==> src/rtl/cmd_bridge_pkg.sv <==
package cmd_bridge_pkg;

  // Host register map
  localparam logic [2:0] ADR_CMD      = 3'd0;
  localparam logic [2:0] ADR_RESP     = 3'd1;
  localparam logic [2:0] ADR_STATUS   = 3'd2;
  localparam logic [2:0] ADR_ALM_STS  = 3'd3;
  localparam logic [2:0] ADR_ALM_MASK = 3'd4;

  // Status bit positions
  localparam int ST_CMD_EMPTY = 0;
  localparam int ST_CMD_FULL  = 1;
  localparam int ST_RSP_EMPTY = 2;
  localparam int ST_RSP_FULL  = 3;
  localparam int ST_OVF       = 4;
  localparam int ST_UDF       = 5;
  localparam int ST_BUSY      = 6;

  // Command opcodes used by the far end
  typedef enum logic [3:0] {
    OP_NOP   = 4'd0,
    OP_READ  = 4'd1,
    OP_WRITE = 4'd2
  } cmd_op_e;

endpackage

==> src/rtl/bridge_fifo.sv <==
module bridge_fifo #(
  parameter int WIDTH = 32,
  parameter int DEPTH = 16
) (
  input  logic             clk,
  input  logic             rst_n,
  input  logic             push,
  input  logic [WIDTH-1:0] push_data,
  input  logic             pop,
  output logic [WIDTH-1:0] head,
  output logic             empty,
  output logic             full
);
  localparam int AW = (DEPTH > 1) ? $clog2(DEPTH) : 1;
  localparam int CW = $clog2(DEPTH + 1);

  logic [WIDTH-1:0] mem [DEPTH];
  logic [AW-1:0] wr_ptr_q, wr_ptr_d, rd_ptr_q, rd_ptr_d;
  logic [CW-1:0] cnt_q, cnt_d;

  function automatic logic [AW-1:0] bump(input logic [AW-1:0] p);
    return (p == AW'(DEPTH - 1)) ? '0 : p + AW'(1);
  endfunction

  assign empty = (cnt_q == '0);
  assign full  = (cnt_q == CW'(DEPTH));
  assign head  = mem[rd_ptr_q];

  always_comb begin
    wr_ptr_d = wr_ptr_q;
    rd_ptr_d = rd_ptr_q;
    cnt_d    = cnt_q;
    if (push) wr_ptr_d = bump(wr_ptr_q);
    if (pop)  rd_ptr_d = bump(rd_ptr_q);
    if (push && !pop)      cnt_d = cnt_q + CW'(1);
    else if (pop && !push) cnt_d = cnt_q - CW'(1);
  end

  always_ff @(posedge clk or negedge rst_n) begin
    if (!rst_n) begin
      wr_ptr_q <= '0;
      rd_ptr_q <= '0;
      cnt_q    <= '0;
    end else begin
      wr_ptr_q <= wr_ptr_d;
      rd_ptr_q <= rd_ptr_d;
      cnt_q    <= cnt_d;
    end
  end

  always_ff @(posedge clk) begin
    if (push) mem[wr_ptr_q] <= push_data;
  end

  // callers never push into a full queue
  assert_push_not_full_R1: assert property (@(posedge clk) disable iff (!rst_n)
    push |-> !full);
  // callers never pop an empty queue
  assert_pop_not_empty_R5: assert property (@(posedge clk) disable iff (!rst_n)
    pop |-> !empty);

endmodule

==> src/rtl/bridge_shifter.sv <==
module bridge_shifter #(
  parameter int W = 32
) (
  input  logic         clk,
  input  logic         rst_n,
  input  logic         cmd_avail,
  input  logic [W-1:0] cmd_word,
  input  logic         rsp_space,
  output logic         cmd_take,
  output logic         rsp_push,
  output logic [W-1:0] rsp_word,
  output logic         frame,
  output logic         mosi,
  input  logic         miso
);
  localparam int CNT_W = $clog2(W);

  logic             busy_q, busy_d;
  logic [W-1:0]     tx_q, tx_d;
  logic [W-1:0]     rx_q, rx_d;
  logic [CNT_W-1:0] cnt_q, cnt_d;
  logic             start, last;

  assign start    = !busy_q && cmd_avail && rsp_space;
  assign last     = busy_q && (cnt_q == CNT_W'(W - 1));
  assign cmd_take = start;
  assign rsp_push = last;
  assign rsp_word = {rx_q[W-2:0], miso};
  assign frame    = busy_q;
  assign mosi     = tx_q[W-1];

  always_comb begin
    busy_d = busy_q;
    tx_d   = tx_q;
    rx_d   = rx_q;
    cnt_d  = cnt_q;
    if (start) begin
      busy_d = 1'b1;
      tx_d   = cmd_word;
      cnt_d  = '0;
    end else if (busy_q) begin
      tx_d  = {tx_q[W-2:0], 1'b0};
      rx_d  = {rx_q[W-2:0], miso};
      cnt_d = cnt_q + CNT_W'(1);
      if (last) busy_d = 1'b0;
    end
  end

  always_ff @(posedge clk or negedge rst_n) begin
    if (!rst_n) begin
      busy_q <= 1'b0;
      tx_q   <= '0;
      rx_q   <= '0;
      cnt_q  <= '0;
    end else begin
      busy_q <= busy_d;
      if (start || busy_q) begin
        tx_q  <= tx_d;
        rx_q  <= rx_d;
        cnt_q <= cnt_d;
      end
    end
  end

  // a frame ends only after its final bit position
  assert_frame_len_R2: assert property (@(posedge clk) disable iff (!rst_n)
    $fell(frame) |-> $past(cnt_q) == CNT_W'(W - 1));
  // a frame begins only with a command waiting and response room
  assert_start_guard_R4: assert property (@(posedge clk) disable iff (!rst_n)
    $rose(frame) |-> $past(cmd_avail) && $past(rsp_space));
  // the single response push marks the close of a frame
  assert_push_at_end_R3: assert property (@(posedge clk) disable iff (!rst_n)
    rsp_push |=> !frame);

endmodule

==> src/rtl/bridge_alarms.sv <==
module bridge_alarms #(
  parameter int N = 7
) (
  input  logic         clk,
  input  logic         rst_n,
  input  logic [N-1:0] alarm_in,
  input  logic         sts_w1c,
  input  logic         mask_we,
  input  logic [N-1:0] wdata,
  output logic [N-1:0] sts,
  output logic [N-1:0] mask,
  output logic         irq
);
  logic [N-1:0] lvl_q;
  logic [N-1:0] sts_d, mask_d, rise, clr;

  assign rise = alarm_in & ~lvl_q;
  assign clr  = sts_w1c ? wdata : '0;
  assign irq  = |(sts & ~mask);

  always_comb begin
    sts_d  = (sts & ~clr) | rise;
    mask_d = mask_we ? wdata : mask;
  end

  always_ff @(posedge clk or negedge rst_n) begin
    if (!rst_n) begin
      lvl_q <= '0;
      sts   <= '0;
      mask  <= '1;
    end else begin
      lvl_q <= alarm_in;
      sts   <= sts_d;
      if (mask_we) mask <= mask_d;
    end
  end

  for (genvar i = 0; i < N; i++) begin : g_chk
    // an edge on an alarm line leaves its status bit set
    assert_edge_sets_R7: assert property (@(posedge clk) disable iff (!rst_n)
      (alarm_in[i] && !lvl_q[i]) |=> sts[i]);
  end

  // with every alarm masked the interrupt stays low
  assert_all_masked_quiet_R8: assert property (@(posedge clk) disable iff (!rst_n)
    (&mask) |-> !irq);

endmodule

==> src/rtl/cmd_serial_bridge.sv <==
module cmd_serial_bridge
  import cmd_bridge_pkg::*;
#(
  parameter int WORD_W     = 32,
  parameter int FIFO_DEPTH = 16,
  parameter int NUM_ALARMS = 7
) (
  input  logic                  clk,
  input  logic                  rst_n,
  input  logic                  host_we,
  input  logic                  host_re,
  input  logic [2:0]            host_addr,
  input  logic [WORD_W-1:0]     host_wdata,
  output logic [WORD_W-1:0]     host_rdata,
  output logic                  ser_frame,
  output logic                  ser_mosi,
  input  logic                  ser_miso,
  input  logic [NUM_ALARMS-1:0] alarm_in,
  output logic                  irq
);
  logic cmd_push, cmd_pop, cmd_empty, cmd_full;
  logic rsp_push, rsp_pop, rsp_empty, rsp_full;
  logic [WORD_W-1:0] cmd_head, rsp_head, rsp_word;
  logic wr_cmd, rd_rsp;
  logic ovf_q, ovf_d, udf_q, udf_d;
  logic [NUM_ALARMS-1:0] alm_sts, alm_mask;
  logic [6:0] status;

  assign wr_cmd   = host_we && (host_addr == ADR_CMD);
  assign rd_rsp   = host_re && (host_addr == ADR_RESP);
  assign cmd_push = wr_cmd && !cmd_full;
  assign rsp_pop  = rd_rsp && !rsp_empty;

  bridge_fifo #(.WIDTH(WORD_W), .DEPTH(FIFO_DEPTH)) u_cmd_q (
    .clk(clk), .rst_n(rst_n), .push(cmd_push), .push_data(host_wdata),
    .pop(cmd_pop), .head(cmd_head), .empty(cmd_empty), .full(cmd_full));

  bridge_fifo #(.WIDTH(WORD_W), .DEPTH(FIFO_DEPTH)) u_rsp_q (
    .clk(clk), .rst_n(rst_n), .push(rsp_push), .push_data(rsp_word),
    .pop(rsp_pop), .head(rsp_head), .empty(rsp_empty), .full(rsp_full));

  bridge_shifter #(.W(WORD_W)) u_shift (
    .clk(clk), .rst_n(rst_n), .cmd_avail(!cmd_empty), .cmd_word(cmd_head),
    .rsp_space(!rsp_full), .cmd_take(cmd_pop), .rsp_push(rsp_push),
    .rsp_word(rsp_word), .frame(ser_frame), .mosi(ser_mosi), .miso(ser_miso));

  bridge_alarms #(.N(NUM_ALARMS)) u_alm (
    .clk(clk), .rst_n(rst_n), .alarm_in(alarm_in),
    .sts_w1c(host_we && (host_addr == ADR_ALM_STS)),
    .mask_we(host_we && (host_addr == ADR_ALM_MASK)),
    .wdata(host_wdata[NUM_ALARMS-1:0]),
    .sts(alm_sts), .mask(alm_mask), .irq(irq));

  // Sticky error bits: set wins over a same-cycle clear
  always_comb begin
    ovf_d = ovf_q;
    udf_d = udf_q;
    if (host_we && (host_addr == ADR_STATUS)) begin
      if (host_wdata[ST_OVF]) ovf_d = 1'b0;
      if (host_wdata[ST_UDF]) udf_d = 1'b0;
    end
    if (wr_cmd && cmd_full)  ovf_d = 1'b1;
    if (rd_rsp && rsp_empty) udf_d = 1'b1;
  end

  always_ff @(posedge clk or negedge rst_n) begin
    if (!rst_n) begin
      ovf_q <= 1'b0;
      udf_q <= 1'b0;
    end else begin
      ovf_q <= ovf_d;
      udf_q <= udf_d;
    end
  end

  always_comb begin
    status = '0;
    status[ST_CMD_EMPTY] = cmd_empty;
    status[ST_CMD_FULL]  = cmd_full;
    status[ST_RSP_EMPTY] = rsp_empty;
    status[ST_RSP_FULL]  = rsp_full;
    status[ST_OVF]       = ovf_q;
    status[ST_UDF]       = udf_q;
    status[ST_BUSY]      = ser_frame;
  end

  always_comb begin
    host_rdata = '0;
    case (host_addr)
      ADR_RESP:     host_rdata = rsp_empty ? '0 : rsp_head;
      ADR_STATUS:   host_rdata = WORD_W'(status);
      ADR_ALM_STS:  host_rdata = WORD_W'(alm_sts);
      ADR_ALM_MASK: host_rdata = WORD_W'(alm_mask);
      default:      host_rdata = '0;
    endcase
  end

  // a write that meets a full command queue leaves the overflow flag set
  assert_overflow_sticky_R1: assert property (@(posedge clk) disable iff (!rst_n)
    (wr_cmd && cmd_full) |=> ovf_q);
  // an empty-queue pop reads zero and flags underflow
  assert_underflow_zero_R5: assert property (@(posedge clk) disable iff (!rst_n)
    (rd_rsp && rsp_empty) |-> (host_rdata == '0) ##1 udf_q);

endmodule

==> config.mk <==
export PLATFORM = sky130hd
export DESIGN_NAME = cmd_serial_bridge
export DESIGN_NICKNAME = d
export VERILOG_FILES = /design/src/rtl/cmd_bridge_pkg.sv /design/src/rtl/bridge_fifo.sv /design/src/rtl/bridge_shifter.sv /design/src/rtl/bridge_alarms.sv /design/src/rtl/cmd_serial_bridge.sv
export SDC_FILE = /design/constraint.sdc
export NUM_CORES = 1
export LEC_CHECK = 0
export BUFFER_PORTS_ARGS = -buffer_cell sky130_fd_sc_hd__buf_2
export CAP_MARGIN = 30
export CELL_PAD_IN_SITES_DETAIL_PLACEMENT = 0
export CELL_PAD_IN_SITES_GLOBAL_PLACEMENT = 2
export CORE_MARGIN = 4
export CORE_UTILIZATION = 30
export CTS_CLUSTER_DIAMETER = 100
export DETAILED_ROUTE_END_ITERATION = 6
export PLACE_DENSITY = 0.5
export RECOVER_POWER = 50
export SKIP_CTS_REPAIR_TIMING = 1
export SYNTH_ARGS = -nofsm -noshare
export SYNTH_HDL_FRONTEND = slang
export SYNTH_HIERARCHICAL = 1
export SYNTH_SLANG_ARGS = --single-unit
==> constraint.sdc <==
create_clock -name clk -period 5.9 [get_ports clk]
set_input_delay 0.59 -clock clk [delete_from_list [all_inputs] [get_ports clk]]
set_output_delay 0.59 -clock clk [all_outputs]
set_load 0.01 [all_outputs]
==> metrics.md <==
| Metric | Value |
|---|---|
| MaxCap Viol Count | 2 |
| IR drop worst, VDD | slightly below 0.4 mV |
| RSZ-0062 raised after global routing | false |
| Final estimated routing congestion in global placement | between 0.7 and 0.8 |
| Initial Util | 30.2% |
| Cells after Synth | around 2.3k |
| Worst Tran Pin Value | 3.65 ns |
| P&R area growth vs syn | 16.2% |
| Critical-path cell list | dlygate4sd3_1 -> buf_6 -> clkbuf_1 |
| Port bufs | 81 |
| DP Area | approximately 48,000 µm² |
| Syn avg cell area | a little under 20 µm² |
| Mapped Area | around 45,000 µm² |
| Clk pwr share | 34.5% |
| Setup TNS | 0 ns |
| Row count | 142 |
| Pre-CTS setup slack | about 2.4 ns |
| Design Area, Final | 52,500 µm² |
| Clock sink total | ~1.1k |
| Crit path time final | between 4 and 5 ns |
| I/O pin cnt | 82 |
| Comb pwr share | around a fifth |
| Die Width | a little under 400 µm |
| DR vias | 22.3k |
| PnR worst setup slack | ~1.5 ns |
| Sw Pwr | around 6.6 mW |
| Arr. time, crit path | 4.43 ns |
| Endpoints failing hold | 0 |
| Biggest area consumer among synthesized cells | edfxtp_1 |
| Post-synth ARST share | between 10% and 20% |
| Die ar. | 157,000 µm² |
| Worst EP required | between 5 and 6 ns |
| WL/cell | 26.9 µm |
| Chip Height | 396 µm |
| CP Max Fanout | 64 |
| Initial DRC count | around 1.4k |
| TritonCTS clock tree | yes |
| Post-synthesis cell type count | 45 |
| Syn. warnings | 6 |
| Layout Skew | between 0.015 and 0.02 ns |
| Share of cells above drive strength 1 | about a fifth |
| Startpoint Class | primary input |
| Kind of critical path | primary input to async pin |
| Skew-Pair Late Insertion Delay | 0.74 ns |
| Status | finished, violations left |
| Final antenna-violating net count | 0 |
| Share of the cycle needed by the critical path after routing | between 70 and 80% |
| Lkg Pwr | 16.9 nW |
| Crit. End Element | async pin |
| Finished Core Util | 35.1% |
| Vias in the first global route | about 24k |
| Number of synthesized flops with an enable pin | 1,024 |
| Via/cell ratio | around 5 |
| Slew Viols, Final | 63 |
| CTS clk-pin slew, worst paths | around 0.06 ns |
| Nets@finish | ~2.5k |
| Core footprint | 150,000 µm² |
| DRC viols | 0 |
| Antenna violations before repair | 15 |
| Final HPWL from detailed placement | 65.4 mm |
| H-tree levels | 4 |
| Synth top area share | between 60% and 70% |
| Tot Pwr | roughly 23 mW |
| Internal Power | between 15 and 20 mW |
| Relative slew slack | -143% |
| Hold crit path type | primary input to flop |
| Largest net degree at the start of global routing | 108 |
| Dominant cells by area after synthesis | edfxtp_1 (68%), mux4_2 (7.1%), dfrtp_1 (6.1%), mux2i_1 (5.2%), mux4_1 (2.9%) |
| Final setup fails | 0 |
| Pwr dens | between 400 and 500 nW/µm² |
| Sequential power share | about 45% |
| Synthesized Nets | approximately 2.4k |
| GRT Util Overall | 15.6% |
| Largest stage delay on the critical path | around 2.6 ns |
| Final global-route overflow total | 0 |
| Slowest CP cell | clkbuf_1 |
| CTS buffer count | approximately 130 |
| Failing checks | max-capacitance violations, max-slew violations |
| Net Sw Frac | ~28% |
| Max Buffers Root-to-Sink | 3 |
| Fmax | 0.226 GHz |
| Yosys reg bits | 1,142 |
| Synth Flop Type | edfxtp_1 |
| Post-Route WL | 123 mm |
| Drt pass-1 iters | 5 |
| First-pass GRT wire length | 176 mm |
| Register area share after synthesis | roughly 75% |
| CTS root buf | clkbuf_16 |
synth_stat cells (8+ instances only):
library cell	n
mux2i_1	234
ha_1	20
a22oi_1	65
nand2b_1	13
o21ai_0	35
o21ai_1	84
clkbuf_1	33
nor2_1	45
nand2_1	82
mux4_1	50
xnor2_1	10
edfxtp_1	1024
dfrtp_1	111
a32oi_1	64
mux2_2	38
a21oi_1	11
inv_1	26
buf_6	26
nand3_1	8
mux4_2	142
buf_2	63
and2_1	32
through the flow:
stage | hold slack (ns) | cells
final | 0.149 | 4572
after global routing | 0.113 | 4565
after CTS | -0.148 | 4556
after detailed placement | 0.418 | 4315
after global placement | 0.405 | 4311
after floorplan | 0.294 | 2283
power by group through the flow:
stage                     combinational, mW  sequential, mW  clock, mW
after floorplan                        3.71            10.2          0
after global placement                 4.85            10.6          0
after global routing                   5.18            10.6       8.63
after CTS                              4.91            10.5       8.28
final                                  4.75            10.4       8.01
after detailed placement               4.90            10.6          0
layout by cell type, fill, tap and decap left out, drive strengths merged, types with 8 or more instances in the layout:
master       netlist  layout
o21ai            119     119
mux2              44      44
a21oi             11      11
nand3              8       8
mux2i            234     234
edfxtp          1024    1024
and2              32      32
bufinv             0       9
dlygate4sd3        0       8
mux4             192     192
clkbuf            35     228
nand2             82      82
a32oi             64      64
nand2b            13      13
a22oi             65      65
xnor2             10      10
clkinv             0      41
ha                20      20
inv               26      34
buf               98     103
diode              0       8
nor2              45      45
dfrtp            111     111
path summary, 6_finish.rpt:
path | to | slack [ns] | depth (start not counted) | from
max reg2reg | u_rsp_q/mem[10][2]$_DFFE_PP_ | 1.78 | 4 | u_shift/frame$_DFF_PN0_
max | u_shift/rx_q[30]$_DFFE_PN0P_ | 1.47 | 3 | rst_n
min reg2reg | u_alm/sts[5]$_DFF_PN0_ | 0.42 | 1 | u_alm/lvl_q[5]$_DFF_PN0_
min | ovf_q$_DFFE_PN0P_ | 0.15 | 2 | host_addr[1]
max in group clk | host_rdata[30] | 1.68 | 9 | u_rsp_q/rd_ptr_q[0]$_DFFE_PN0P_
min in group asynchronous | u_shift/rx_q[12]$_DFFE_PN0P_ | 0.43 | 2 | rst_n
worst max-delay path, delay by kind of cell:
kind | cells | cell delay (ns)
buffers and inverters | 3 | 3.70
state kept, by name, summed over array words and instances, names as in the netlist, 7 cells and up:
register and cells:
u_alm/lvl_q 7, u_alm/sts 7, u_cmd_q/mem 512, u_shift/tx_q 32, u_alm/mask 7, u_shift/rx_q 31, u_rsp_q/mem 512
final cells by class:
type                    count  area (µm²)
inverters                  26        97.6
clock inverters            59         574
well taps                2016        2520
repair buffers            157        1060
multi-input cells         982       10800
diodes                      8        20.0
fillers                 14000       97300
flip-flops and latches   1142       33700
clock buffers             182        3690
cell families after synthesis:
logic type      count (synthesis)  synth area share (%)
compound gates                278                  4.12
xor+xnor                       14                 0.271
fa+ha+maj                      22                 0.642
buf+inv                       159                  2.03
flops                        1142                  74.6
mux                           470                  16.3
simple gates                  198                  2.06
routing by layer:
layer | global-route usage, % | wire [µm] | vias to the layer above
met5 | 0 | 66 | -
met4 | 4.53 | 2850 | 8
met3 | 2.86 | 4490 | 179
met2 | 27.1 | 62300 | 431
met1 | 20.1 | 53500 | 12000
li1 | - | - | 9714
(Power assumes the default switching activity.)
